### src/rtl/aae_pkg.sv
package aae_pkg;

    typedef enum logic [1:0] {
        ET_FREE  = 2'd0,
        ET_ADDR  = 2'd1,
        ET_VLAN  = 2'd2,
        ET_VADDR = 2'd3
    } ent_kind_e;

    typedef enum logic [1:0] {
        AC_PERSIST = 2'd0,
        AC_FRESH   = 2'd1,
        AC_PREFIX  = 2'd2,
        AC_USED    = 2'd3
    } age_cls_e;

    typedef struct packed {
        age_cls_e    age;
        ent_kind_e   kind;
        logic [11:0] vid;
        logic [47:0] mac;
    } entry_t;

    typedef enum logic {
        LK_ADDR = 1'b0,
        LK_VLAN = 1'b1
    } lk_mode_e;

    typedef struct packed {
        lk_mode_e    mode;
        logic [11:0] vid;
        logic [47:0] mac;
    } req_t;

    typedef struct packed {
        logic match;
        logic free;
        logic ageable;
    } cls_t;

    typedef enum logic [1:0] {
        SQ_IDLE  = 2'd0,
        SQ_SCAN  = 2'd1,
        SQ_DRAIN = 2'd2
    } seq_state_e;

    function automatic logic is_addr_kind(ent_kind_e k);
        return (k == ET_ADDR) || (k == ET_VADDR);
    endfunction

    function automatic logic mac_is_group(logic [47:0] m);
        return m[40];
    endfunction

endpackage

### src/rtl/aae_classify.sv
module aae_classify
    import aae_pkg::*;
(
    input  req_t   req,
    input  entry_t ent,
    output cls_t   cls
);
    logic kind_addr;

    always_comb begin
        kind_addr = is_addr_kind(ent.kind);
        if (req.mode == LK_VLAN)
            cls.match = (ent.kind == ET_VLAN) && (ent.vid == req.vid);
        else
            cls.match = kind_addr && (ent.vid == req.vid) && (ent.mac == req.mac);
        cls.free    = (ent.kind == ET_FREE);
        cls.ageable = kind_addr && !mac_is_group(ent.mac) &&
                      ((ent.age == AC_FRESH) || (ent.age == AC_USED));
    end
endmodule

### src/rtl/aae_scan_seq.sv
module aae_scan_seq
    import aae_pkg::*;
#(
    parameter int DEPTH = 64,
    localparam int IDX_W = $clog2(DEPTH)
) (
    input  logic             clk,
    input  logic             rst,
    input  logic             go,
    output logic             rd_en,
    output logic [IDX_W-1:0] rd_addr,
    output logic             busy,
    output logic             eval_v,
    output logic [IDX_W-1:0] eval_idx,
    output logic             eval_last
);
    localparam logic [IDX_W-1:0] LAST = IDX_W'(DEPTH - 1);

    seq_state_e       state;
    logic [IDX_W-1:0] cnt;

    always_ff @(posedge clk) begin
        if (rst) begin
            state    <= SQ_IDLE;
            cnt      <= '0;
            eval_v   <= 1'b0;
            eval_idx <= '0;
        end else begin
            eval_v   <= rd_en;
            eval_idx <= cnt;
            case (state)
                SQ_IDLE: if (go) begin
                    state <= SQ_SCAN;
                    cnt   <= '0;
                end
                SQ_SCAN: begin
                    if (cnt == LAST) state <= SQ_DRAIN;
                    else             cnt   <= cnt + 1'b1;
                end
                default: state <= SQ_IDLE;
            endcase
        end
    end

    assign rd_en     = (state == SQ_SCAN);
    assign rd_addr   = cnt;
    assign busy      = (state != SQ_IDLE);
    assign eval_last = eval_v && (eval_idx == LAST);
endmodule

### src/rtl/aae_rank.sv
module aae_rank
    import aae_pkg::*;
#(
    parameter int IDX_W = 6
) (
    input  logic             clk,
    input  logic             rst,
    input  logic             clear,
    input  logic             upd,
    input  logic [IDX_W-1:0] idx,
    input  cls_t             cls,
    input  logic             final_en,
    output logic             done,
    output logic [IDX_W-1:0] res_idx,
    output logic             res_hit,
    output logic             res_fail
);
    logic             m_v, f_v, a_v;
    logic [IDX_W-1:0] m_i, f_i, a_i;
    logic             nm_v, nf_v, na_v;
    logic [IDX_W-1:0] nm_i, nf_i, na_i;

    always_comb begin
        nm_v = m_v || (upd && cls.match);
        nm_i = m_v ? m_i : idx;
        nf_v = f_v || (upd && cls.free);
        nf_i = f_v ? f_i : idx;
        na_v = a_v || (upd && cls.ageable);
        na_i = a_v ? a_i : idx;
    end

    always_ff @(posedge clk) begin
        if (rst || clear) begin
            m_v <= 1'b0; f_v <= 1'b0; a_v <= 1'b0;
            m_i <= '0;   f_i <= '0;   a_i <= '0;
        end else if (upd) begin
            m_v <= nm_v; f_v <= nf_v; a_v <= na_v;
            m_i <= nm_i; f_i <= nf_i; a_i <= na_i;
        end
    end

    always_ff @(posedge clk) begin
        if (rst) begin
            done     <= 1'b0;
            res_idx  <= '0;
            res_hit  <= 1'b0;
            res_fail <= 1'b0;
        end else begin
            done <= final_en;
            if (final_en) begin
                res_hit  <= nm_v;
                res_fail <= !(nm_v || nf_v || na_v);
                if (nm_v)      res_idx <= nm_i;
                else if (nf_v) res_idx <= nf_i;
                else if (na_v) res_idx <= na_i;
                else           res_idx <= '0;
            end
        end
    end
endmodule

### src/rtl/addr_alloc_engine.sv
module addr_alloc_engine
    import aae_pkg::*;
#(
    parameter int DEPTH = 64,
    localparam int IDX_W = $clog2(DEPTH)
) (
    input  logic             clk,
    input  logic             rst,
    input  logic             start,
    input  logic             lookup_vlan,
    input  logic [47:0]      req_mac,
    input  logic [11:0]      req_vid,
    input  logic             req_tagged,
    output logic             busy,
    output logic             rd_en,
    output logic [IDX_W-1:0] rd_addr,
    input  logic [63:0]      rd_data,
    output logic             done,
    output logic [IDX_W-1:0] res_idx,
    output logic             res_hit,
    output logic             res_fail
);
    logic             go;
    req_t             req_q;
    cls_t             cls;
    logic             eval_v, eval_last;
    logic [IDX_W-1:0] eval_idx;

    assign go = start && !busy;

    always_ff @(posedge clk) begin
        if (rst) begin
            req_q <= '0;
        end else if (go) begin
            req_q.mode <= lookup_vlan ? LK_VLAN : LK_ADDR;
            req_q.vid  <= (lookup_vlan || req_tagged) ? req_vid : 12'd0;
            req_q.mac  <= req_mac;
        end
    end

    aae_scan_seq #(.DEPTH(DEPTH)) u_seq (
        .clk(clk), .rst(rst), .go(go),
        .rd_en(rd_en), .rd_addr(rd_addr), .busy(busy),
        .eval_v(eval_v), .eval_idx(eval_idx), .eval_last(eval_last)
    );

    aae_classify u_cls (
        .req(req_q), .ent(entry_t'(rd_data)), .cls(cls)
    );

    aae_rank #(.IDX_W(IDX_W)) u_rank (
        .clk(clk), .rst(rst), .clear(go),
        .upd(eval_v), .idx(eval_idx), .cls(cls), .final_en(eval_last),
        .done(done), .res_idx(res_idx), .res_hit(res_hit), .res_fail(res_fail)
    );
endmodule

### config.mk
export PLATFORM = sky130hd
export DESIGN_NAME = addr_alloc_engine
export DESIGN_NICKNAME = d
export VERILOG_FILES = /design/src/rtl/aae_pkg.sv /design/src/rtl/aae_classify.sv /design/src/rtl/aae_scan_seq.sv /design/src/rtl/aae_rank.sv /design/src/rtl/addr_alloc_engine.sv
export SDC_FILE = /design/constraint.sdc
export NUM_CORES = 1
export LEC_CHECK = 0
export BUFFER_PORTS_ARGS = -buffer_cell sky130_fd_sc_hd__buf_2
export CORE_MARGIN = 2
export CORE_UTILIZATION = 25
export DETAILED_ROUTE_END_ITERATION = 10
export HOLD_SLACK_MARGIN = 0.08
export PLACE_DENSITY = 0.51
export SYNTH_ARGS = -nofsm -noshare
export SYNTH_HDL_FRONTEND = slang
export SYNTH_SLANG_ARGS = --single-unit
### constraint.sdc
create_clock -name clk -period 1.77 [get_ports clk]
set_input_delay 0.177 -clock clk [delete_from_list [all_inputs] [get_ports clk]]
set_output_delay 0.177 -clock clk [all_outputs]
set_load 0.01 [all_outputs]
==> flow_summary.ini <==
[hold_path]
hp-class = input port to register

[detailed_routing]
drt-pass1-iter-count = 5
vias = 4388
ant_nets = 0
wirelength_um = 13680
vias_per_cell = 4.432
routedWlPerCell_um = 13.82
drt_iter0_drc = 210
drc = 0

[layout]
final_util_pct = 37.79
multi_input_area_mm2 = 0.002375
layout.nets = 884
regArea_mm2 = 0.002125
fill_cells = 1875
drive_gt1_share_pct = 27.80
design_area_mm2 = 0.006812
area_delta_synth_final_pct = 48.30

[die]
start_util_pct = 25.48
io_pins = 146
coreArea_mm2 = 0.01802
rows = 49
fp.dieH_um = 139.5
fp.dieW_um = 139.5
die_area_mm2 = 0.01947

[sta]
hold_viol = 0
finalSetupViolations = 9
setup_slack_ns = -0.2772
tightest_slew_ns = 0.5625
fmax_mhz = 488.5
fin_crit_ns = 2.047
whs_ns = 0.2491
relSlewSlack_pct = 62.46
fin_crit_sh_pct = 115.7
skew_ns = 0.01071
rsz0062_at_grt = true
setup_tns_ns = -1.739
drv_slew = 0

[logic_synthesis]
postSynthAreaPerCell_um2 = 8.585
yosys_most_used_dff = dfxtp_1
synth_common_cells = 106 x dfxtp_1, 104 x nand2_1, 64 x a21oi_1
synth_top_cell_by_area = dfxtp_1
syn_area_mm2 = 0.004593
synth_top_cell_area_share_pct = 46.20
synth_seq_area_share_pct = 46.20
synth-edff-count = 0
synthMostInstantiatedCell = dfxtp_1
synth_nets = 665
ys_async_sr_fraction_pct = 0
ys_warn_count = 0
yosysUniqueCellTypes = 39
synth_top_cells_by_area = dfxtp_1 46%, xor2_1 9.7%, nand2_1 8.5%, a21oi_1 7.0%, mux2i_1 4.4%
netlist_instances = 535
ys_seq_elements = 106

[placed_design]
place_area_mm2 = 0.005796
finalWeightedCongestion = 0.7595
dp_hpwl_um = 9491
port-buffer-count = 144
place_ws_ns = -0.4902

[setup_path]
slowest_delay_ns = 0.39
timing.rr.end = u_rank.res_idx[1]
reg2reg_depth = 7
reg2reg_from = req_q[22]
end_kind = register
worstPathRequired_ns = 2.05
cp_data_arrival_time_ns = 2.33
rrSetupSlack_ns = -0.28
crit_path_start = req_q[22]
crit_chain = xor2_1, nor4_1, nand4_1, nor4_4, o21ai_4, buf_4, a41oi_1
crit_slowest_cell = nor4_1
crit_type = register to register
endpoint = u_rank.res_idx[1]
cp-start-kind = register
worstPathMaxFanout = 8

[clocking]
cts-root-buf = clkbuf_16
worst_skew_pair.late_latency_ns = 0.36
cts_buffer_depth = 2
tritoncts = built
cts_num_sinks = 106
htreeDepth = 3
cts_made_buffers = 9
path_clk_slew_ns = 0.07

[run_status]
outcome = complete, but fails checks
violations = negative setup slack

[power_and_ir_drop]
power.density_mw_per_mm2 = 809.6
max-vdd-ir-drop_v = 0.0005754
p_leak_nw = 2.897

[grt]
grt_usage_pct = 14.37
grt_overflow = 0
grt_pass1_vias = 4376
grt_max_degree = 71
grt_pass1_wl_um = 22250
antenna_found_initial = 2

[job]
drv_cap = 0
layer usage:
metal	up-vias	wire [µm]	GRT usage, %
met4	0	257	5.895
met1	2013	6209	18.33
met2	111	6468	23.58
met3	16	746	3.166
li1	2248	-	-
met5	-	0	0
power by group:
group | leakage [nW] | switching [mW] | internal (mW)
Clock | 0.164 | 0.967 | 1.30
Combinational | 1.87 | 0.339 | 0.388
Sequential | 0.864 | 0.0549 | 2.47
layout by cell type (no fill, tap or decap), types with 2 or more instances in the layout:
master,n
diode_2,2
nand4_1,7
o221ai_1,5
mux2i_1,20
xnor2_1,12
buf_2,144
a21oi_1,64
nand2_1,103
buf_4,29
inv_1,9
inv_6,3
dfxtp_1,104
o21ai_0,2
nor4_2,7
a41oi_1,5
buf_12,5
dfxtp_2,2
nor3_1,4
dlygate4sd3_1,61
nor2b_1,12
nor4_1,6
clkbuf_16,9
xor2_1,51
nand2b_1,4
a211o_1,5
nand3_1,7
nor2_1,43
a22o_1,12
bufinv_16,2
critical path: cells and delay by family (launching register included):
family | cells | cell delay [ns]
DFF | 1 | 0.32
buffers and inverters | 1 | 0.17
xor gates and xnor gates | 1 | 0.15
and+or+nand+nor | 3 | 1.02
AOI/OAI and AO/OA | 2 | 0.31
worst min path at each step:
stage	slack, ns	depth (start not counted)	startpoint	end
6_report	0.25	4	start	req_q[60]
5_1_grt	0.29	3	rst	u_rank.a_v
4_1_cts	0.24	4	start	req_q[60]
3_5_place_dp	0.39	2	req_vid[10]	req_q[58]
3_3_place_gp	0.39	2	req_vid[11]	req_q[59]
2_1_floorplan	0.30	1	req_vid[0]	req_q[48]
sequential cells by signal (all words and copies together), names as in the netlist:
| register | cells |
|---|---|
| req_q | 61 |
| u_rank.a_i | 6 |
| u_rank.a_v | 1 |
| u_rank.done | 1 |
| u_rank.f_i | 6 |
| u_rank.f_v | 1 |
| u_rank.m_i | 6 |
| u_rank.m_v | 1 |
| u_rank.res_fail | 1 |
| u_rank.res_hit | 1 |
| u_rank.res_idx | 6 |
| u_seq.eval_idx | 6 |
| u_seq.eval_v | 1 |
| u_seq.rd_addr | 6 |
| u_seq.state | 2 |
what timing repair did:
action / in CTS / in global routing
endpoints found under the hold margin: 61 / 0
setup buffers: 0 / 1
hold buffers: 61 / 0
gates resized for setup: 7 / 4
pin swaps: 1 / 5
endpoints found under the setup margin: 21 / 9
gates cloned: 0 / 0
stage by stage:
stage	instances	power (mW)
final	990	5.515
after CTS	987	5.607
after global placement	910	3.185
after detailed placement	910	3.189
after global routing	990	5.778
after floorplan	535	2.884
cell families after synthesis:
logic type                 synth area share, %
adders and majority gates               0.2724
xor gates and xnor gates                 12.01
DFF                                      46.20
and+or+nand+nor                          19.97
muxes                                    4.358
AOI/OAI and AO/OA                        13.78
buffers and inverters                    3.405
final cells by class:
type                            count  share of cell area [%]
Inverter                           10                  0.5511
Antenna cell                        2                 0.07348
Sequential cell                   106                   31.19
Timing Repair Buffer              239                   24.21
Tap cell                          229                   4.206
Clock buffer                       10                   3.508
Multi-Input combinational cell    388                   34.86
Clock inverter                      6                   1.396
Power figures use the tool's default switching activity.
